[src/rtl/irq_comb_pkg.sv]
package irq_comb_pkg;

  localparam logic [1:0] ADDR_HOST_CFG = 2'd0;
  localparam logic [1:0] ADDR_DEV_CFG  = 2'd1;
  localparam logic [1:0] ADDR_DEV_MODE = 2'd2;
  localparam logic [1:0] ADDR_STATUS   = 2'd3;

  localparam int BIT_POL     = 0;
  localparam int BIT_TRIG    = 1;
  localparam int BIT_HOST_EN = 2;
  localparam int BIT_DEV_EN  = 3;
  localparam int BIT_MERGE   = 9;

  localparam int N_SRC = 2;
  localparam int N_PIN = 2;

  typedef struct packed {
    logic merge;
    logic host_en;
    logic host_edge;
    logic host_pol;
    logic dev_en;
    logic dev_edge;
    logic dev_pol;
  } irq_cfg_t;

endpackage

[src/rtl/irq_cfg_regs.sv]
module irq_cfg_regs
  import irq_comb_pkg::*;
#(
  parameter int CFG_DW = 16
) (
  input  logic              clk_i,
  input  logic              rst_ni,
  input  logic              we_i,
  input  logic [1:0]        addr_i,
  input  logic [CFG_DW-1:0] wdata_i,
  output irq_cfg_t          cfg_o,
  output logic [N_SRC-1:0]  clr_o
);

  irq_cfg_t cfg_q;

  always_ff @(posedge clk_i or negedge rst_ni) begin
    if (!rst_ni) begin
      cfg_q <= '0;
    end else if (we_i) begin
      unique case (addr_i)
        ADDR_HOST_CFG: begin
          cfg_q.host_pol  <= wdata_i[BIT_POL];
          cfg_q.host_edge <= wdata_i[BIT_TRIG];
          cfg_q.host_en   <= wdata_i[BIT_HOST_EN];
          cfg_q.merge     <= wdata_i[BIT_MERGE];
        end
        ADDR_DEV_CFG: begin
          cfg_q.dev_pol  <= wdata_i[BIT_POL];
          cfg_q.dev_edge <= wdata_i[BIT_TRIG];
        end
        ADDR_DEV_MODE: cfg_q.dev_en <= wdata_i[BIT_DEV_EN];
        default: ;
      endcase
    end
  end

  assign cfg_o = cfg_q;
  assign clr_o = (we_i && addr_i == ADDR_STATUS) ? wdata_i[N_SRC-1:0] : '0;

  logic unused_bits;
  assign unused_bits = ^wdata_i;

endmodule

[src/rtl/irq_sticky.sv]
module irq_sticky
  import irq_comb_pkg::*;
(
  input  logic             clk_i,
  input  logic             rst_ni,
  input  logic [N_SRC-1:0] req_i,
  input  logic [N_SRC-1:0] clr_i,
  output logic [N_SRC-1:0] sticky_o
);

  logic [N_SRC-1:0] req_q, sticky_q, set;

  assign set = req_i & ~req_q;

  always_ff @(posedge clk_i or negedge rst_ni) begin
    if (!rst_ni) begin
      req_q    <= '0;
      sticky_q <= '0;
    end else begin
      req_q    <= req_i;
      sticky_q <= (sticky_q & ~clr_i) | set;
    end
  end

  assign sticky_o = sticky_q;

  // an arrival is never lost to a simultaneous clear
  p_set_wins_r10: assert property (@(posedge clk_i) disable iff (!rst_ni)
    (|set) |=> ((sticky_q & $past(set)) == $past(set)));

  // a clear with no arrival empties the bit
  p_w1c_r9: assert property (@(posedge clk_i) disable iff (!rst_ni)
    (|(clr_i & ~set)) |=> ((sticky_q & $past(clr_i & ~set)) == '0));

endmodule

[src/rtl/irq_pin_shaper.sv]
module irq_pin_shaper #(
  parameter int N_REQ   = 2,
  parameter int PULSE_W = 8
) (
  input  logic             clk_i,
  input  logic             rst_ni,
  input  logic [N_REQ-1:0] req_i,
  input  logic             edge_mode_i,
  input  logic             active_high_i,
  input  logic             hold_off_i,
  output logic             pin_o
);

  localparam int CNT_W = $clog2(PULSE_W + 1);
  localparam logic [CNT_W-1:0] CNT_LOAD = CNT_W'(PULSE_W);

  logic [N_REQ-1:0] req_q;
  logic [CNT_W-1:0] cnt_q;
  logic             lvl_q;
  logic             rise, act;

  // any source rising re-arms the pulse (extension, not glitch)
  assign rise = |(req_i & ~req_q);

  always_ff @(posedge clk_i or negedge rst_ni) begin
    if (!rst_ni) begin
      req_q <= '0;
      cnt_q <= '0;
      lvl_q <= 1'b0;
    end else begin
      req_q <= req_i;
      lvl_q <= |req_i;
      if (!edge_mode_i)      cnt_q <= '0;
      else if (rise)         cnt_q <= CNT_LOAD;
      else if (cnt_q != '0)  cnt_q <= cnt_q - 1'b1;
    end
  end

  assign act   = edge_mode_i ? (cnt_q != '0) : lvl_q;
  assign pin_o = (act & ~hold_off_i) ^ ~active_high_i;

  // pulse width bounded by PULSE_W
  p_cnt_bound_r3: assert property (@(posedge clk_i) disable iff (!rst_ni)
    cnt_q <= CNT_LOAD);

  // a running pulse counts down one per cycle without a new rise
  p_countdown_r3: assert property (@(posedge clk_i) disable iff (!rst_ni)
    (edge_mode_i && cnt_q != '0 && !rise) |=> (cnt_q == $past(cnt_q) - 1'b1));

  // a rise in edge mode restarts the full width
  p_restart_r8: assert property (@(posedge clk_i) disable iff (!rst_ni)
    (edge_mode_i && rise) |=> (cnt_q == CNT_LOAD));

endmodule

[src/rtl/irq_pin_combiner.sv]
module irq_pin_combiner
  import irq_comb_pkg::*;
#(
  parameter int HOST_W  = 16,
  parameter int DEV_W   = 16,
  parameter int PULSE_W = 8,
  parameter int CFG_DW  = 16
) (
  input  logic              clk_i,
  input  logic              rst_ni,
  input  logic [HOST_W-1:0] host_evt_i,
  input  logic [DEV_W-1:0]  dev_evt_i,
  input  logic              cfg_we_i,
  input  logic [1:0]        cfg_addr_i,
  input  logic [CFG_DW-1:0] cfg_wdata_i,
  output logic              int1_o,
  output logic              int2_o,
  output logic [N_SRC-1:0]  sticky_o
);

  irq_cfg_t         cfg;
  logic [N_SRC-1:0] clr;
  logic             req_h, req_d;

  irq_cfg_regs #(.CFG_DW(CFG_DW)) i_regs (
    .clk_i  (clk_i),
    .rst_ni (rst_ni),
    .we_i   (cfg_we_i),
    .addr_i (cfg_addr_i),
    .wdata_i(cfg_wdata_i),
    .cfg_o  (cfg),
    .clr_o  (clr)
  );

  assign req_h = cfg.host_en & (|host_evt_i);
  assign req_d = cfg.dev_en  & (|dev_evt_i);

  irq_sticky i_sticky (
    .clk_i   (clk_i),
    .rst_ni  (rst_ni),
    .req_i   ({req_d, req_h}),
    .clr_i   (clr),
    .sticky_o(sticky_o)
  );

  logic [N_SRC-1:0] pin_req  [N_PIN];
  logic             pin_edge [N_PIN];
  logic             pin_pol  [N_PIN];
  logic             pin_hold [N_PIN];
  logic [N_PIN-1:0] pin_out;

  always_comb begin
    pin_req[0]  = {cfg.merge & req_d, req_h};
    pin_edge[0] = cfg.host_edge;
    pin_pol[0]  = cfg.host_pol;
    pin_hold[0] = 1'b0;
    pin_req[1]  = {1'b0, ~cfg.merge & req_d};
    pin_edge[1] = cfg.dev_edge;
    pin_pol[1]  = cfg.dev_pol;
    pin_hold[1] = cfg.merge;
  end

  for (genvar p = 0; p < N_PIN; p++) begin : g_pin
    irq_pin_shaper #(.N_REQ(N_SRC), .PULSE_W(PULSE_W)) i_shaper (
      .clk_i        (clk_i),
      .rst_ni       (rst_ni),
      .req_i        (pin_req[p]),
      .edge_mode_i  (pin_edge[p]),
      .active_high_i(pin_pol[p]),
      .hold_off_i   (pin_hold[p]),
      .pin_o        (pin_out[p])
    );
  end

  assign int1_o = pin_out[0];
  assign int2_o = pin_out[1];

  // second pin silent while merged
  p_int2_quiet_r7: assert property (@(posedge clk_i) disable iff (!rst_ni)
    cfg.merge |-> (int2_o == ~cfg.dev_pol));

  // disabled device side in level mode leaves its pin idle
  p_dev_gate_r6: assert property (@(posedge clk_i) disable iff (!rst_ni)
    ($past(!cfg.dev_en && !cfg.dev_edge && !cfg.merge) && !cfg.dev_edge &&
     !cfg.merge && $stable(cfg.dev_pol)) |-> (int2_o == ~cfg.dev_pol));

endmodule

[config.mk]
export PLATFORM = sky130hd
export DESIGN_NAME = irq_pin_combiner
export DESIGN_NICKNAME = d
export VERILOG_FILES = /design/src/rtl/irq_comb_pkg.sv /design/src/rtl/irq_cfg_regs.sv /design/src/rtl/irq_sticky.sv /design/src/rtl/irq_pin_shaper.sv /design/src/rtl/irq_pin_combiner.sv
export SDC_FILE = /design/constraint.sdc
export NUM_CORES = 1
export LEC_CHECK = 0
export BUFFER_PORTS_ARGS = -buffer_cell sky130_fd_sc_hd__buf_2
export CAP_MARGIN = 5
export CORE_ASPECT_RATIO = 1.4
export CORE_UTILIZATION = 48
export CTS_BUF_LIST = sky130_fd_sc_hd__clkbuf_4 sky130_fd_sc_hd__clkbuf_8 sky130_fd_sc_hd__clkbuf_16
export DETAILED_ROUTE_END_ITERATION = 10
export PLACE_DENSITY = 0.9
export SLEW_MARGIN = 40
export SYNTH_ARGS = -nofsm -noshare
export SYNTH_HDL_FRONTEND = slang
export SYNTH_SLANG_ARGS = --single-unit
[constraint.sdc]
create_clock -name clk_i -period 4.55 [get_ports clk_i]
set_clock_uncertainty 0.1 [all_clocks]
set_input_delay 0.455 -clock clk_i [delete_from_list [all_inputs] [get_ports clk_i]]
set_output_delay 0.455 -clock clk_i [all_outputs]
set_load 0.05 [all_outputs]
==> flow_summary.toml <==
[critical_path]
required_arrival_time_at_the_worst_endpoint_ns = 3.99
timing.critical_path.arrival_ns = 2.21
nature_of_the_critical_path_startpoint = "flop"
critical_path.startpoint = "g_pin[1].i_shaper.cnt_q[0]"
worst_setup_path_end_kind = "output pin"
maximum_fanout_count_along_the_critical_path = 7
reg2reg_from = "g_pin[0].i_shaper.cnt_q[1]"
path_class = "reg -> out"

[grt]
grt_overflow_total = 0
initial_antenna_violation_count = 0
grt_pass1_vias = 984
grt_start_max_net_pins = 23
grt_first_pass_wirelength_um = 3840
globalRouteTotalUtil_pct = 20.2

[floorplan]
fp.coreArea_mm2 = 0.00220
dieWidth_um = 43.0
boundaryPins = 57
full_die_area_mm2 = 0.00255
chipHeight_um = 59.4
row_count = 20
initial_core_utilization_pct = 51.3

[yosys]
synth_enable_flop_cells = 0
synth.cell_area_mm2 = 0.00113
ys_warn_count = 0
synth_net_count = 158
dominantRegCellSynth = "sky130_fd_sc_hd__dfrtp_1"
fraction_of_registers_with_async_set_reset_pct = 100
seq_area_frac_synth_pct = 48.7
post-synth-top-area-cell = "sky130_fd_sc_hd__dfrtp_1"
synth_largest_type_area_fraction_pct = 48.7
synth_cell_type_count = 25
synthesis.area_per_instance_um2 = 11.2
syn_inst = 101
ys_top_cells_by_area = "sky130_fd_sc_hd__dfrtp_1, sky130_fd_sc_hd__mux2_2, sky130_fd_sc_hd__or4_1"
register_bit_count_reported_by_yosys = 22
yosysMostFrequentCell = "sky130_fd_sc_hd__dfrtp_1"
ys_top_cells_by_count = "sky130_fd_sc_hd__dfrtp_1, sky130_fd_sc_hd__nor2_1, sky130_fd_sc_hd__inv_1"

[sta]
layout_worst_path_cycle_share_pct = 60.7
timing.setup.tns_ns = 0
post-route-min-period_ns = 2.76
slew_headroom_pct = 55.4
timing.final.ws_setup_ns = 1.79
final_max_slew_viol_count = 0
achievable-frequency_ghz = 0.362
final_hold_viol_count = 0
final_setup_violation_count = 0
setup_repair_after_global_routing_missed_its_margin = "no"
tightestPinTransition_ns = 0.659

[detailed_routing]
first_iter_violations = 11
drtPass1Iterations = 4
vias = 949
post_drt_wl_per_cell_um = 13.0
wl_um = 2230
postRouteAntennaNets = 0
viasPerCell = 5.55
remaining_drc_errors = 0

[placed_design]
gp_routability_congestion = 0.731
dpl.hpwl_um = 1830
post-place-ws_ns = 2.13
place.port_buffers = 45

[status]
run_status = "completed"

[layout]
syn_to_final_growth_pct = 25.5
share_of_post_route_cells_with_drive_strength_above_1_pct = 41.6
layout.core_utilization_pct = 64.4
finalNetCount = 208
antennaDiodeCount = 0

[cts]
clk_path_buf_depth = 2
ctsHtreeMaxLevel = 1
cts.repair_timing.setup_buffer_count = 0
numClockSinks = 22
cts_tree = "yes"
tritoncts.num_buffers = 3
clk_root_buffer_cell = "sky130_fd_sc_hd__clkbuf_4"
postCtsResizedCells = 0
clk_transition_reported_paths_ns = 0.11
cts.hold.buffers_added = 1
clkLatencyLatePin_ns = 0.31

[power_and_ir_drop]
total_power_mw = 0.694
power_density_mw_per_mm2 = 490
p_leak_nw = 0.682
vdd.ir_drop.worst_mv = 0.304

[run]
timing.max_cap.violations = 0

[worst_hold_path]
min_path_type = "in -> reg"
hold_path.startpoint = "cfg_wdata_i[9]"
-- metrics by stage --
step           cell area (um2)  std cells  hold slack (ns)
6_report                  1420        171            0.243
5_1_grt                   1420        171            0.260
4_1_cts                   1420        171            0.247
3_5_place_dp              1390        167            0.336
3_3_place_gp              1380        167            0.323
2_1_floorplan             1130        101           0.0594
-- where the power goes --
group          switching (mW)  internal, mW
logic                   0.181         0.138
clock network          0.0549        0.0310
registers              0.0430         0.246
total                   0.279         0.415
-- routing by layer --
layer,up-vias,GRT usage (%),share of wire [%]
met3,5,3.96,8.2
met1,442,21.8,38
met5,-,0,0
met4,0,9.09,2.0
met2,46,37.7,52
li1,456,-,-
-- cell type report --
cell class              count  area, um2
fillers                   189        785
multi-input cells          70        552
repair buffers             46        235
well taps                  22       27.5
flip-flops and latches     22        551
clock buffers               3       22.5
inverters                   8       30.0
-- path summary, 6_finish.rpt --
check                                                  end  depth (start not counted)  slack, ns
worst max-delay path                                int2_o                          6       1.79
worst min register to register        i_sticky.sticky_o[1]                          1       0.35
worst min-delay path                       i_regs.cfg_o[6]                          3       0.24
worst max register to register  g_pin[0].i_shaper.cnt_q[1]                          6       2.77
max in group asynchronous       g_pin[0].i_shaper.cnt_q[1]                          2       3.50
min in group asynchronous                  i_regs.cfg_o[0]                          2       0.53
-- layout by cell type, fill, tap and decap left out, drive strengths merged --
cell type / n
nand4: 2
nor3b: 5
nor4b: 1
clkbuf: 3
o41ai: 2
or4: 8
dlygate4sd3: 1
xnor2: 5
nand3b: 2
o21a: 2
o21ai: 5
o32ai: 1
a21oi: 4
mux2i: 2
nor2: 10
nor4bb: 1
ha: 4
nor3: 4
inv: 8
dfrtp: 22
mux2: 6
buf: 45
nand2: 6
-- state kept, by name, summed over array words and instances (netlist names) --
register / flops
g_pin.i_shaper.cnt_q: 8
i_regs.cfg_o: 7
g_pin.i_shaper.req_q: 3
i_sticky.sticky_o: 2
g_pin.i_shaper.lvl_q: 1
i_sticky.req_q: 1
-- worst max-delay path, stage by stage (launching register included) --
cell and delay (ns):
sky130_fd_sc_hd__dfrtp_1 0.42, sky130_fd_sc_hd__inv_1 0.09, sky130_fd_sc_hd__ha_1 0.14, sky130_fd_sc_hd__nor4bb_2 0.61, sky130_fd_sc_hd__nor3_1 0.15, sky130_fd_sc_hd__xnor2_1 0.20
sky130_fd_sc_hd__buf_2 0.29
-- logic make-up (layout without fill, tap and decap cells) --
family / Yosys count / count (layout) / synth area share [%]
AND/OR/NAND/NOR: 39 / 39 / 21.6
flip-flops: 22 / 22 / 48.7
AO/OA/AOI/OAI: 14 / 14 / 10.6
buffers and inverters: 9 / 57 / 2.99
multiplexers: 8 / 8 / 7.75
XOR/XNOR: 5 / 5 / 3.88
adder cells (fa/ha/maj): 4 / 4 / 4.43
Note: power is estimated with default switching activity, not from simulation.
